`src/rtl/fdpad_pkg.sv`:
```
package fdpad_pkg;

  localparam int BYTE_W = 8;
  localparam int CODE_W = 3;
  localparam int DLC_W  = 4;
  localparam int CNT_W  = 7;

  typedef enum logic [1:0] {
    ST_IDLE  = 2'd0,
    ST_ISSUE = 2'd1,
    ST_WAIT  = 2'd2,
    ST_SHOW  = 2'd3
  } fdpad_state_e;

  // element capacity in bytes for a size code
  function automatic logic [CNT_W-1:0] cap_bytes(input logic [CODE_W-1:0] code);
    logic [CNT_W-1:0] r;
    case (code)
      3'd0:    r = 7'd8;
      3'd1:    r = 7'd12;
      3'd2:    r = 7'd16;
      3'd3:    r = 7'd20;
      3'd4:    r = 7'd24;
      3'd5:    r = 7'd32;
      3'd6:    r = 7'd48;
      default: r = 7'd64;
    endcase
    return r;
  endfunction

  // requested payload length for a length code
  function automatic logic [CNT_W-1:0] len_bytes(input logic [DLC_W-1:0] d);
    logic [CNT_W-1:0] r;
    case (d)
      4'd9:    r = 7'd12;
      4'd10:   r = 7'd16;
      4'd11:   r = 7'd20;
      4'd12:   r = 7'd24;
      4'd13:   r = 7'd32;
      4'd14:   r = 7'd48;
      4'd15:   r = 7'd64;
      default: r = {3'd0, d};
    endcase
    return r;
  endfunction

endpackage

```
`src/rtl/fdpad_size_reg.sv`:
```
module fdpad_size_reg #(
  parameter int CODE_W = 3
) (
  input  logic              clk,
  input  logic              rst_n,
  input  logic              wr_en,
  input  logic [CODE_W-1:0] wdata,
  input  logic              cce,
  input  logic              init,
  output logic [CODE_W-1:0] code
);

  logic              unlocked;
  logic              code_en;
  logic [CODE_W-1:0] code_q;
  logic [CODE_W-1:0] code_d;

  always_comb begin
    unlocked = cce & init;
    code_en  = wr_en & unlocked;
    code_d   = wdata;
  end

  always_ff @(posedge clk or negedge rst_n) begin
    if (!rst_n) begin
      code_q <= '0;
    end else if (code_en) begin
      code_q <= code_d;
    end
  end

  assign code = code_q;

endmodule

```
`src/rtl/fdpad_frame_ctrl.sv`:
```
module fdpad_frame_ctrl
  import fdpad_pkg::*;
#(
  parameter int ADDR_W = 6
) (
  input  logic              clk,
  input  logic              rst_n,
  input  logic              start,
  input  logic [DLC_W-1:0]  dlc,
  input  logic [CODE_W-1:0] size_code,
  input  logic              hs,
  output logic              ram_rd_en,
  output logic [ADDR_W-1:0] ram_addr,
  output logic              load_ram,
  output logic              load_pad,
  output logic              busy,
  output logic              done
);

  fdpad_state_e     state_q, state_d;
  logic [CNT_W-1:0] idx_q, idx_d;
  logic [CNT_W-1:0] total_q, total_d;
  logic [CNT_W-1:0] lim_q, lim_d;
  logic             done_q, done_d;
  logic [CNT_W-1:0] req_len;
  logic [CNT_W-1:0] cap_len;
  logic [CNT_W-1:0] idx_inc;

  always_comb begin
    req_len   = len_bytes(dlc);
    cap_len   = cap_bytes(size_code);
    idx_inc   = idx_q + 7'd1;
    state_d   = state_q;
    idx_d     = idx_q;
    total_d   = total_q;
    lim_d     = lim_q;
    done_d    = 1'b0;
    ram_rd_en = 1'b0;
    load_ram  = 1'b0;
    load_pad  = 1'b0;
    case (state_q)
      ST_IDLE: begin
        if (start) begin
          idx_d   = '0;
          total_d = req_len;
          lim_d   = (req_len < cap_len) ? req_len : cap_len;
          if (req_len == '0) begin
            done_d = 1'b1;
          end else begin
            state_d = ST_ISSUE;
          end
        end
      end
      ST_ISSUE: begin
        if (idx_q < lim_q) begin
          ram_rd_en = 1'b1;
          state_d   = ST_WAIT;
        end else begin
          load_pad  = 1'b1;
          state_d   = ST_SHOW;
        end
      end
      ST_WAIT: begin
        load_ram = 1'b1;
        state_d  = ST_SHOW;
      end
      default: begin
        if (hs) begin
          idx_d = idx_inc;
          if (idx_inc == total_q) begin
            done_d  = 1'b1;
            state_d = ST_IDLE;
          end else begin
            state_d = ST_ISSUE;
          end
        end
      end
    endcase
  end

  always_ff @(posedge clk or negedge rst_n) begin
    if (!rst_n) begin
      state_q <= ST_IDLE;
      idx_q   <= '0;
      total_q <= '0;
      lim_q   <= '0;
      done_q  <= 1'b0;
    end else begin
      state_q <= state_d;
      idx_q   <= idx_d;
      total_q <= total_d;
      lim_q   <= lim_d;
      done_q  <= done_d;
    end
  end

  assign ram_addr = idx_q[ADDR_W-1:0];
  assign busy     = (state_q != ST_IDLE);
  assign done     = done_q;

endmodule

```
`src/rtl/fdpad_byte_stage.sv`:
```
module fdpad_byte_stage #(
  parameter int              W       = 8,
  parameter logic [W-1:0]    PAD_VAL = 8'hCC
) (
  input  logic         clk,
  input  logic         rst_n,
  input  logic         load_ram,
  input  logic         load_pad,
  input  logic [W-1:0] ram_rdata,
  input  logic         hs,
  output logic         out_valid,
  output logic [W-1:0] out_data
);

  logic         valid_q, valid_d;
  logic [W-1:0] data_q, data_d;
  logic         data_en;

  always_comb begin
    data_en = load_ram | load_pad;
    data_d  = load_ram ? ram_rdata : PAD_VAL;
    if (data_en) begin
      valid_d = 1'b1;
    end else if (hs) begin
      valid_d = 1'b0;
    end else begin
      valid_d = valid_q;
    end
  end

  always_ff @(posedge clk or negedge rst_n) begin
    if (!rst_n) begin
      valid_q <= 1'b0;
    end else begin
      valid_q <= valid_d;
    end
  end

  always_ff @(posedge clk or negedge rst_n) begin
    if (!rst_n) begin
      data_q <= '0;
    end else if (data_en) begin
      data_q <= data_d;
    end
  end

  assign out_valid = valid_q;
  assign out_data  = data_q;

endmodule

```
`src/rtl/fd_pad_streamer.sv`:
```
module fd_pad_streamer
  import fdpad_pkg::*;
#(
  parameter int          ADDR_W  = 6,
  parameter logic [7:0]  PAD_VAL = 8'hCC
) (
  input  logic              clk,
  input  logic              rst_n,
  input  logic              cfg_wr_en,
  input  logic [2:0]        cfg_wdata,
  input  logic              cfg_cce,
  input  logic              cfg_init,
  output logic [2:0]        cfg_rdata,
  input  logic              start,
  input  logic [3:0]        dlc,
  output logic              busy,
  output logic              done,
  output logic              ram_rd_en,
  output logic [ADDR_W-1:0] ram_addr,
  input  logic [7:0]        ram_rdata,
  output logic              out_valid,
  input  logic              out_ready,
  output logic [7:0]        out_data
);

  logic [CODE_W-1:0] size_code;
  logic              load_ram;
  logic              load_pad;
  logic              hs;

  assign hs        = out_valid & out_ready;
  assign cfg_rdata = size_code;

  fdpad_size_reg #(.CODE_W(CODE_W)) u_size (
    .clk   (clk),
    .rst_n (rst_n),
    .wr_en (cfg_wr_en),
    .wdata (cfg_wdata),
    .cce   (cfg_cce),
    .init  (cfg_init),
    .code  (size_code)
  );

  fdpad_frame_ctrl #(.ADDR_W(ADDR_W)) u_ctrl (
    .clk       (clk),
    .rst_n     (rst_n),
    .start     (start),
    .dlc       (dlc),
    .size_code (size_code),
    .hs        (hs),
    .ram_rd_en (ram_rd_en),
    .ram_addr  (ram_addr),
    .load_ram  (load_ram),
    .load_pad  (load_pad),
    .busy      (busy),
    .done      (done)
  );

  fdpad_byte_stage #(.W(BYTE_W), .PAD_VAL(PAD_VAL)) u_out (
    .clk       (clk),
    .rst_n     (rst_n),
    .load_ram  (load_ram),
    .load_pad  (load_pad),
    .ram_rdata (ram_rdata),
    .hs        (hs),
    .out_valid (out_valid),
    .out_data  (out_data)
  );

endmodule

```
`config.mk`:
```
export PLATFORM = sky130hd
export DESIGN_NAME = fd_pad_streamer
export DESIGN_NICKNAME = d
export VERILOG_FILES = /design/src/rtl/fdpad_pkg.sv /design/src/rtl/fdpad_size_reg.sv /design/src/rtl/fdpad_frame_ctrl.sv /design/src/rtl/fdpad_byte_stage.sv /design/src/rtl/fd_pad_streamer.sv
export SDC_FILE = /design/constraint.sdc
export NUM_CORES = 1
export LEC_CHECK = 0
export BUFFER_PORTS_ARGS = -buffer_cell sky130_fd_sc_hd__buf_2
export CORE_ASPECT_RATIO = 1.75
export CORE_UTILIZATION = 41
export DETAILED_ROUTE_END_ITERATION = 8
export PLACE_DENSITY = 0.71
export SYNTH_ARGS = -nofsm -noshare
export SYNTH_HDL_FRONTEND = slang
export SYNTH_SLANG_ARGS = --single-unit
```
`constraint.sdc`:
```
create_clock -name clk -period 2.1 [get_ports clk]
set_input_delay 0.42 -clock clk [delete_from_list [all_inputs] [get_ports clk]]
set_output_delay 0.42 -clock clk [all_outputs]
set_load 0.01 [all_outputs]
```
Yosys cells after proc, flatten, opt, wreduce, memory -nomap -nowiden
Index checks and enable logic that the tools add are counted.

storage, ports and cells
  bits in latches = 0
  bits in writable memories = 0
  logic and storage cells = 70
  memories = 0
  register bits = 36
  input port bits = 22
  bits in read-only memories = 0
  output and inout port bits = 21

operators by class
  reductions and logical operators = 11
  order comparisons = 2
  bitwise operators = 5
  div/mod/pow operators = 0
  multipliers = 0
  shifts and indexed selects = 0
  multiplexer cells = 25
  $add $sub $neg = 1
  equal/unequal tests = 18

operator list
  operator                                                         number
  7-bit case mux with 7 select lines                               2
  4-bit == test, second input constant                             7
  7-bit 2-to-1 mux                                                 3
  7-bit < comparator                                               2
  7-bit case mux with 2 select lines                               1
  1-bit 2-to-1 mux                                                 13
  3-bit == test, second input constant                             3
  8-bit 2-to-1 mux                                                 1
  7-bit by 1-bit adder with 7-bit output, second input constant    1
  7-bit == test                                                    1
  7-bit zero test                                                  1
  3-bit by 2-bit == test with 1-bit output, second input constant  2
  2-bit 2-to-1 mux                                                 3
  2-bit case mux with 3 select lines                               1
  3-bit AND reduction                                              2
  2-bit nonzero test                                               3
  2-bit inequality test, second input constant                     2
  4-bit nonzero test                                               1
  1-bit bitwise AND                                                3
  3-bit by 1-bit == test with 1-bit output, second input constant  1
  3-bit zero test                                                  1
  2-bit by 1-bit == test with 1-bit output, second input constant  1
  2-bit == test, second input constant                             1
  2-bit zero test                                                  1
  other kinds (5)                                                  5

Longest topological paths before layout
  depth in word-level cells = 6
  mapped depth = 10
  gate-level depth less buffers = 9

By module
Synthesis repeated with hierarchy kept, for this count alone.

unflattened totals
  cell total of the unflattened synthesis = 243
  area, all modules = 2244.7 um2

modules (own cells, without submodules)
  module            sequential area each (um2)  times used  cells an instance  area each (um2)
  fdpad_frame_ctrl  600.6                       1           206                1783.0
  fdpad_byte_stage  225.2                       1           29                 336.6
  fdpad_size_reg    75.1                        1           7                  118.9
  fd_pad_streamer   0.0                         1           1                  6.3

Worst setup path after synthesis
Ideal clock, no wire load.

  kind = input port to flip-flop
  start = input port dlc[3]
  end = register u_ctrl.lim_q[0]
  slack = 134 ps
  library setup time = 110 ps
  buffers on the path = 2
  cell stages on the path = 8
  arrival = 1856 ps
  data required time = 1990 ps
  path through = clkbuf_1 -> and3_1 -> ha_1 -> a21o_1 -> a21oi_1 -> nand3_1 -> buf_2 -> o41ai_1

on the way
  cells in the longest elaborated chain, start to end = 4
  elaborated cells between the ends (all ways) = 10
  classes of those cells = order compare (1); eq/ne (7); mux (2)

RTL lines
  item                                    line                    text
  from (decl)                             fd_pad_streamer.sv:15   input logic [3:0] dlc,
  4-bit == test                           fdpad_pkg.sv:34         case (d)
  7-bit case mux with 7 select lines (*)  fdpad_pkg.sv:34
  net u_ctrl.req_len[5]                   fdpad_frame_ctrl.sv:25  logic [CNT_W-1:0] req_len;
  7-bit < comparator (*)                  fdpad_frame_ctrl.sv:46  lim_d = (req_len < cap_len) ? req_len : cap_len;
  7-bit 2-to-1 mux (*)                    fdpad_frame_ctrl.sv:46
  to (signal assigned)                    fdpad_frame_ctrl.sv:92  lim_q <= lim_d;
  to (decl)                               fdpad_frame_ctrl.sv:23  logic [CNT_W-1:0] lim_q, lim_d;

Mark *: on every way through the listed nets, which the timed path passes. The rest lies on a longest branch.
A chain may end at the register's enable or synchronous reset.

Final worst setup path
  start = register u_ctrl.lim_q[4]
  end = output port ram_rd_en

on the way
  cells in the longest elaborated chain, start to end = 3

RTL lines
  item                line                    text
  7-bit < comparator  fdpad_frame_ctrl.sv:55  if (idx_q < lim_q) begin
  1-bit 2-to-1 mux    fdpad_frame_ctrl.sv:55
  1-bit 2-to-1 mux    fdpad_frame_ctrl.sv:41  case (state_q)
  to (decl)           fd_pad_streamer.sv:18   output logic ram_rd_en,

Every way passes these cells.

==> out/qor.txt <==
final setup margin - -0.0666 ns
Hold Path Class - in -> async
global-route wire length before repair - 8060 um
largest net degree at the start of global routing - 37
Distinct cells, synth - 42
r2r worst-path depth - 8
share of cells above drive strength 1 - 0.320
CP max stage delay - 0.38 ns
Port Buffers - 42
Num CTS Buffers - 5
Die Span X - 56.1 um
share of the synthesized area in the top cell type - 0.429
R2R Setup Slk - 0.03 ns
RSZ-0062 raised after global routing - yes
gr usage total - 0.188
Worst Max-Slew Pin Slew - 0.806 ns
minimum clock period - 2.17 ns
final period utilization - 1.03
Avg Inst Size Synth - 9.51 um^2
vias in the first global route - 1,766
slew margin rel. - 0.463
Syn Nets - 258
clock sinks - 36
DPL Wire Length - 3640 um
Bufs and invs on worst path - 2
via/cell ratio - 5.44
ANT cells - 0
post-synthesis sequential area ratio - 0.429
worst reg2reg endpoint - u_ctrl.state_q[0]
via count - 1,805
grt total ovfl - 0
Hold Slack - 0.209 ns
placed cell area - 2420 um^2
DR pass1 iterations - 4
area leader, netlist - dfrtp_1
top-count cell post-synth - dfrtp_1
Worst VDD drop - 0.891 mV
drt drc - 0
Final setup viols - 1
root buffer cell - clkbuf_8
synth top area cells - dfrtp_1, ha_1, nand2_1
GP Congestion - 0.811
Crit. End Element - output pin
Clk Latency, worst-skew pair - 0.30 ns
skew final - 0.0116 ns
Pwr Total - 3.36 mW
PwrDens - 1280 nW/um^2
Final ANT Viol Nets - 0
Routed Wire Length - 4850 um
Crit path max-delay family - compound AO/OA/AOI/OAI gates
DR iter-0 viols - 36
Core Area - 4930 um^2
Final Cell Area - 2630 um^2
worst r2r src - u_ctrl.lim_q[4]
number of synthesized flops with an enable pin - 0
CTS tree - yes
initial antenna violation count - 0
row cnt - 34
synthesized instance count - 221
critical path data required time - 1.68 ns
Leak Pwr - 1.32 nW
FMAX - 462 MHz
H-tree levels - 2
failing checks - setup timing
status - finished with violations
commonest cells in the netlist - dfrtp_1, nand2_1, inv_1
Die Area - 5430 um^2
worst setup path category - reg -> out
MaxCap Viol Count - 0
Yosys warning count - 0
Crit path arrival time - 1.75 ns
Clock Path Buffers - 2
Mapped Area - 2100 um^2
Avg WL per Cell - 14.6 um
Worst-path clk slew - 0.08 ns
num ports - 43
pre-CTS setup slack - -0.0667 ns
Post-synth ARST share - 1.00
Layout Nets - 314
flip-flop and latch count after synthesis - 36
post-layout util - 0.532
CP Cell Sequence - inv_2 > ha_4 > a211o_1 > o211ai_1 > o311ai_4 > nor2_2 > buf_2
worst-path fanout max - 2
Initial Utilization - 0.426
Final Hold Viols - 0
Top FF cell, synth - dfrtp_1
area grow syn2layout - 25.0%
Final Max Tran Viols - 0
Die Span Y - 96.7 um
crit path max-delay cell type - dfrtp_1
startpoint types - register
-- layout by cell type (no fill, tap or decap), types with 5 or more instances in the layout --
| cell | n |
|---|---|
| xor2_1 | 6 |
| a22o_1 | 5 |
| dfrtp_1 | 34 |
| nand4_1 | 6 |
| o21ai_0 | 10 |
| ha_1 | 13 |
| clkbuf_8 | 5 |
| buf_4 | 20 |
| xnor2_1 | 8 |
| nand3_1 | 8 |
| inv_1 | 16 |
| nand2_1 | 31 |
| nor2_1 | 11 |
| buf_2 | 42 |
-- worst reg2reg max path, cell delays in order (launching register included) --
cell	delay [ns]
dfrtp_1	0.38
inv_2	0.07
ha_4	0.20
a211o_1	0.25
o211ai_1	0.14
o311ai_4	0.17
buf_4	0.18
a2111o_1	0.40
a31o_1	0.17
-- layer usage --
layer | global-route usage | vias up | part of all wire
met3 | 0.0321 | 12 | 0.044
met1 | 0.197 | 860 | 0.37
li1 | - | 875 | -
met5 | 0 | - | 0
met2 | 0.358 | 58 | 0.56
met4 | 0.0750 | 0 | 0.030
-- flip-flops by register name, indices dropped and copies added (netlist names) --
name,count
u_ctrl.done,1
u_ctrl.idx_q,7
u_ctrl.lim_q,7
u_ctrl.state_q,2
u_ctrl.total_q,7
u_out.out_data,8
u_out.out_valid,1
u_size.code,3
-- final cells by class --
cell class              count  area, um^2
repair buffers             63         372
multi-input cells         153        1100
inverters                  18        67.6
well taps                  54        67.6
clock buffers               5        68.8
clock inverters             3        42.5
fillers                   471        2310
flip-flops and latches     36         903
-- cell families after synthesis --
kind of cell,synth area share
and+or+nand+nor,0.163
AOI/OAI and AO/OA,0.161
DFF,0.429
buffers and inverters,0.0691
xor gates and xnor gates,0.0625
adders and majority gates,0.0893
muxes,0.0262
-- worst max path at each step --
stage | startpoint | to | slack (ns) | depth (start not counted)
CTS | u_ctrl.lim_q[4] | ram_rd_en | -0.13 | 7
detailed placement | dlc[1] | u_ctrl.lim_q[2] | -0.07 | 10
global placement | dlc[1] | u_ctrl.lim_q[2] | 0.002 | 10
floorplan | dlc[3] | u_ctrl.lim_q[0] | 0.13 | 8
finish | u_ctrl.lim_q[4] | ram_rd_en | -0.07 | 7
global route | u_ctrl.lim_q[4] | ram_rd_en | -0.17 | 7
-- through the flow --
step / setup TNS [ns] / cells
floorplan: 0 / 221
global placement: 0 / 319
detailed placement: -0.162 / 319
CTS: -0.133 / 329
global route: -0.274 / 332
finish: -0.0666 / 332
-- timing repair --
item	4_1_cts	5_1_grt
buffers inserted	2	3
setup endpoints to repair	1	7
cloned	0	0
hold buffers	0	0
resized for setup	3	8
pin swaps	4	6
-- report_power, final --
| group | internal [mW] | switching (mW) |
|---|---|---|
| logic | 0.776 | 0.835 |
| registers | 0.961 | 0.179 |
| clock network | 0.351 | 0.262 |
Power figures use the tool's default switching activity.
